===== src/rtl/burst_end_predictor.sv =====
module burst_end_predictor #(
  parameter int SLOT_W = 8,
  parameter int BEAT_W = 5
) (
  input  logic              clk,
  input  logic              rst_n,
  input  logic              tr_valid,
  input  logic [1:0]        tr_kind,
  input  logic [2:0]        burst_kind,
  input  logic [1:0]        undef_mode,
  input  logic [SLOT_W-1:0] slot_limit,
  output logic              pred_end,
  output logic              slot_reached
);
  localparam logic [1:0] K_IDLE = 2'd0;
  localparam logic [1:0] K_BUSY = 2'd1;
  localparam logic [1:0] K_NSEQ = 2'd2;
  localparam logic [1:0] K_SEQ  = 2'd3;
  localparam logic [BEAT_W-1:0] ONE_B = BEAT_W'(1);
  localparam logic [SLOT_W:0]   ONE_S = (SLOT_W+1)'(1);

  logic [BEAT_W-1:0] beat_cnt, beat_idx, def_len;
  logic [SLOT_W:0]   slot_cnt, slot_idx;
  logic              is_beat, is_first, slot_act, is_single, is_incr;

  assign is_beat   = tr_valid & tr_kind[1];
  assign is_first  = tr_valid & (tr_kind == K_NSEQ);
  assign slot_act  = tr_valid & (tr_kind != K_IDLE);
  assign is_single = (burst_kind == 3'd0);
  assign is_incr   = (burst_kind == 3'd1);

  assign beat_idx = is_first ? ONE_B : beat_cnt + ONE_B;
  assign slot_idx = is_first ? ONE_S : (slot_cnt[SLOT_W] ? slot_cnt : slot_cnt + ONE_S);

  always_comb begin
    case (burst_kind[2:1])
      2'b01:   def_len = BEAT_W'(4);
      2'b10:   def_len = BEAT_W'(8);
      2'b11:   def_len = BEAT_W'(16);
      default: def_len = '0;
    endcase
  end

  assign pred_end = is_beat & (is_single
                  | ((def_len != '0) & (beat_idx == def_len))
                  | (is_incr & (undef_mode == 2'd1))
                  | (is_incr & (undef_mode == 2'd2) & (beat_idx[1:0] == 2'b00)));

  assign slot_reached = slot_act & (slot_limit != '0) & (slot_idx == {1'b0, slot_limit});

  always_ff @(posedge clk or negedge rst_n) begin
    if (!rst_n) begin
      beat_cnt <= '0;
      slot_cnt <= '0;
    end else if (tr_valid) begin
      case (tr_kind)
        K_IDLE: begin beat_cnt <= '0;       slot_cnt <= '0;       end
        K_NSEQ: begin beat_cnt <= ONE_B;    slot_cnt <= ONE_S;    end
        K_SEQ:  begin beat_cnt <= beat_idx; slot_cnt <= slot_idx; end
        default:      slot_cnt <= slot_idx;
      endcase
    end
  end

  a_r7_busy_holds_beat: assert property (@(posedge clk) disable iff (!rst_n)
    (tr_valid && tr_kind == K_BUSY) |=> $stable(beat_cnt));
  a_r11_idle_bus_holds: assert property (@(posedge clk) disable iff (!rst_n)
    !tr_valid |=> ($stable(beat_cnt) && $stable(slot_cnt)));
  a_r8_restart: assert property (@(posedge clk) disable iff (!rst_n)
    (tr_valid && tr_kind == K_NSEQ) |=> (beat_cnt == ONE_B && slot_cnt == ONE_S));
  a_r10_zero_limit: assert property (@(posedge clk) disable iff (!rst_n)
    (slot_limit == '0) |-> !slot_reached);
  a_r9_single_pulse: assert property (@(posedge clk) disable iff (!rst_n)
    slot_reached ##1 (tr_valid && tr_kind != K_NSEQ) |-> !slot_reached);
  a_r4_unlimited: assert property (@(posedge clk) disable iff (!rst_n)
    (is_incr && (undef_mode == 2'd0 || undef_mode == 2'd3)) |-> !pred_end);
endmodule


===== config.mk =====
export PLATFORM = sky130hd
export DESIGN_NAME = burst_end_predictor
export DESIGN_NICKNAME = d
export VERILOG_FILES = /design/src/rtl/burst_end_predictor.sv
export SDC_FILE = /design/constraint.sdc
export NUM_CORES = 1
export LEC_CHECK = 0
export ABC_AREA = 1
export CELL_PAD_IN_SITES_DETAIL_PLACEMENT = 1
export CELL_PAD_IN_SITES_GLOBAL_PLACEMENT = 2
export CORE_ASPECT_RATIO = 2
export CORE_UTILIZATION = 27
export DETAILED_ROUTE_END_ITERATION = 12
export PLACE_DENSITY = 0.73
export SLEW_MARGIN = 30
export SYNTH_ARGS = -nofsm -noshare
export SYNTH_HDL_FRONTEND = slang
export SYNTH_SLANG_ARGS = --single-unit
export TNS_END_PERCENT = 50

===== constraint.sdc =====
create_clock -name clk -period 1.92 [get_ports clk]
set_input_delay 0.384 -clock clk [delete_from_list [all_inputs] [get_ports clk]]
set_output_delay 0.384 -clock clk [all_outputs]
set_load 0.02 [all_outputs]

==> summary.md <==
The first global-routing pass estimated 6665 um of wire. The Yosys step of the flow raised 0 warnings. Cell type with the highest occurrence count on the critical path: nand2_1. The worst setup slack after layout was -340.3 ps; the synthesized cell area was 1099 um2. The congestion estimate from routability-driven global placement came to 0.7665. The fraction of registers with async set/reset was 100.0%; the placement row count was 32. Dividing the detail-routed wire length by the instance count gives 14.28 um. The tools report the net count after synthesis as 191. The run gives 21.64% as the combined global-route utilization of all metal layers. The aggregate global routing overflow is 0, and the final-report setup violation count is 2.

For the worst-skew pair, the clock arrives at the later sink with an insertion delay of 250 ps. The run gives 448.0 ps as the worst hold slack. The cell at the slowest stage of the critical path was dfrtp_1.

Counting along the longest clock path gives a buffer depth of 2. TritonCTS built the clock tree. Number of synthesized register bits: 14. In this run the horizontal extent of the chip is 47.11 um. Entering global routing, the biggest net connects 15 pins.

Detailed placement finished with a half-perimeter wire length of 3516 um. The level count of the clock H-tree came out at 1. The cell taking the most area after synthesis is dfrtp_1. The final reports fail on negative setup slack.

The initial antenna violation count came out at 0. Required time of the critical path: 1540 ps. The logs give 1429 for the detailed-route via count and 20 for the number of primary I/O pins. The tools report the core footprint as 3884 um2. The cell area power density was 537.6 nW/um2. The tools report the instance count after placement with tap cells included as 288. The setup path with the least slack is of type reg -> out. The critical path startpoint category was a flip-flop. The nature of the critical path endpoint was a primary output. The count of placed standard cells in the final layout, fillers left out is 294, and the final antenna-violating net count is 0.

The cell count after synthesis came out at 171. After detailed routing, the met2 layer carries 2650 um of wire. For this configuration, the core starts out at a cell density of 28.29%. The multi-input combinational cells in the finished layout cover a total of 689.4 um2. At the end of the flow, the number of nets in the layout was 264.

Worst slew margin relative to its limit: 78.86%. The first TritonRoute pass finished after 4 iterations. Prior to clock tree synthesis, the placed netlist has a worst setup slack of -923.1 ps. The prevailing post-synth register cell was dfrtp_1. The tool flagged a number of max-cap violations equal to 0. The clock net in this run drives a total of 14 sinks. Sequential elements use 31.89% of the synthesized area. For the worst setup path, the data arrival time is 1880 ps. Across the VDD grid, the largest voltage drop is 383.6 uV.

Routed wire length: 4199 um. In the final layout, the share of cells above drive strength 1 is 30.86%. 0 antenna diodes ended up in the layout.

The post-route core utilization was 46.78%; the post-route setup TNS was -555.7 ps. Register-to-register setup slack: 460 ps. The signal on the critical path passes through buf_4, nand2_1, nor2_2, nand2_1, nand2_2, inv_1, nand3_1, nand2_1, nor2_1, nand2_1, nor2_1, buf_4.

For this run, the top clock speed supported by timing is 442.4 MHz. Dividing the detail-routed via count by the number of cells gives 4.861. Of the available clock period, the critical path in the final layout requires 117.7%. The final period demand of the worst path was 2260 ps; the largest fanout of any net on the critical path was 4.

In this run, synthesis inferred 0 flip-flops with an integrated enable. The flow ran to the end, but the final reports show violations. The analysis attributes to cell leakage a power of 0.8966 nW. Setup repair after global routing could not meet its margin everywhere.

After detailed routing, the wire length on met1 is 1402 um. Number of design-rule violations left by the first detailed-router iteration: 12. The area of the die was 4343 um2; the number of distinct library cell variants in the gate-level netlist after synthesis was 23. In this run the biggest area consumer among cell types represents 31.89% of the synthesized area. From synthesis to final layout, the design area changed by 65.38%. After clock tree synthesis, the clock-pin slew on the worst setup and hold paths is 60 ps.

The tools report the number of endpoints with negative hold slack in the final report as 0. Highest cell delay on the worst timing path: 410 ps. The uppermost metal layer occupied by signal nets was met4. The sequential cell area in the final layout came out at 350.3 um2. For the number of global-route vias before repair, the log shows 1561.

After detailed routing, the number of remaining DRC violations is 0. The final-layout fill cell count was 534; the number of clock buffers inserted by TritonCTS was 3. Each instance of the synthesized netlist takes up on average 6.424 um2. By area the synthesized netlist is led by dfrtp_1, nand2_1, nand3_1, inv_1, nor2_1. The count of buffers inserted at the top-level ports was 19. The number of max-slew violations in the final report was 0.

The tree is rooted in a clkbuf_8. Wire segments on met3 add up to 51 um in the final route. Between clock sinks in the finished design, the worst skew comes to 0.3989 ps. The worst min-delay path class is in -> async. The height of the chip is 92.21 um. At the pin with the least slew margin, the transition time is 314.8 ps.
==> cell usage in the layout, fill, tap and decap left out <==
| master | netlist | final |
|---|---|---|
| nand3b_1 | 1 | 1 |
| buf_6 | 1 | 1 |
| xor2_1 | 3 | 3 |
| a21oi_1 | 3 | 3 |
| nand3_1 | 20 | 19 |
| clkbuf_8 | 0 | 4 |
| o21ai_2 | 2 | 2 |
| nand3_2 | 3 | 3 |
| nand2_2 | 1 | 4 |
| nor2_1 | 15 | 14 |
| ha_2 | 0 | 1 |
| buf_4 | 0 | 51 |
| o21bai_1 | 1 | 1 |
| dfrtp_1 | 14 | 14 |
| a31oi_1 | 1 | 1 |
| clkdlybuf4s50_1 | 0 | 14 |
| nor2_2 | 1 | 2 |
| inv_1 | 24 | 22 |
| ha_4 | 0 | 1 |
| dlygate4sd2_1 | 0 | 3 |
| xnor2_1 | 1 | 1 |
| inv_2 | 2 | 4 |
| o22ai_1 | 5 | 5 |
| o21ai_0 | 10 | 8 |
| o21ai_1 | 0 | 2 |
| nand3_4 | 0 | 2 |
| o221ai_1 | 1 | 1 |
| nand2_1 | 55 | 52 |
| nand4_1 | 4 | 4 |
==> registers in the layout (all words and copies together) (netlist names) <==
| signal | count |
|---|---|
| slot_cnt | 9 |
| beat_cnt | 5 |
==> cells in the mapped netlist (2+ instances only) <==
library cell / instances
nand2_1: 55
inv_1: 24
nand3_1: 20
nor2_1: 15
dfrtp_1: 14
o21ai_0: 10
o22ai_1: 5
nand4_1: 4
a21oi_1: 3
nand3_2: 3
xor2_1: 3
ha_1: 2
inv_2: 2
o21ai_2: 2
==> per-stage QoR <==
stage | area [um2] | total power, mW
after floorplan | 1099 | 0.4649
after global placement | 1704 | 0.6405
after detailed placement | 1704 | 0.6593
after CTS | 1794 | 0.9652
after global routing | 1817 | 1.029
final | 1817 | 0.9766
==> routing by layer <==
| metal | global-route usage (%) | vias up |
|---|---|---|
| met5 | 0 | - |
| li1 | - | 700 |
| met1 | 18.67 | 695 |
| met4 | 8.571 | 0 |
| met3 | 0.7874 | 9 |
| met2 | 44.68 | 25 |
==> cell families after synthesis <==
kind of cell | Yosys count | share of synthesized area [%]
fa+ha+maj | 2 | 2.278
buf+inv | 28 | 10.36
flops | 14 | 31.89
compound gates | 23 | 12.42
xor+xnor | 4 | 3.190
simple gates | 100 | 39.86
==> layout make-up <==
cell class              instances  area share, %
multi-input cells             130          37.95
well taps                      51          3.512
inverters                      26          5.372
repair buffers                 69          30.85
flip-flops and latches         14          19.28
clock buffers                   4          3.030
==> timing repair <==
item                                    4_1_cts  5_1_grt
gates resized for setup                      25        2
hold buffers                                  0        0
endpoints found under the hold margin         0        0
gates cloned                                  1        0
endpoints found under the setup margin        2        2
pin swaps                                     3        8
setup buffers                                 0        1
==> critical path: cells and delay by family, from the launching register on <==
family	cells	cell delay, ps
AND/OR/NAND/NOR	9	870
flip-flops	1	410
buffers and inverters	3	370
==> where the power goes <==
group | switching (mW) | internal, mW
clock network | 0.107 | 0.182
logic | 0.171 | 0.183
registers | 0.0192 | 0.314
total | 0.297 | 0.680
==> path summary, 6_finish.rpt <==
kind                       cells past startpoint        start            to
hold / removal                                 2        rst_n   slot_cnt[1]
hold reg to reg                                2  beat_cnt[3]   beat_cnt[3]
min in group clk                               2  beat_cnt[3]   beat_cnt[3]
setup reg to reg                               9  slot_cnt[1]   slot_cnt[7]
max in group asynchronous                      2        rst_n   beat_cnt[4]
setup / recovery                              12  slot_cnt[1]  slot_reached
No activity file was read; power rests on OpenSTA's default activity.
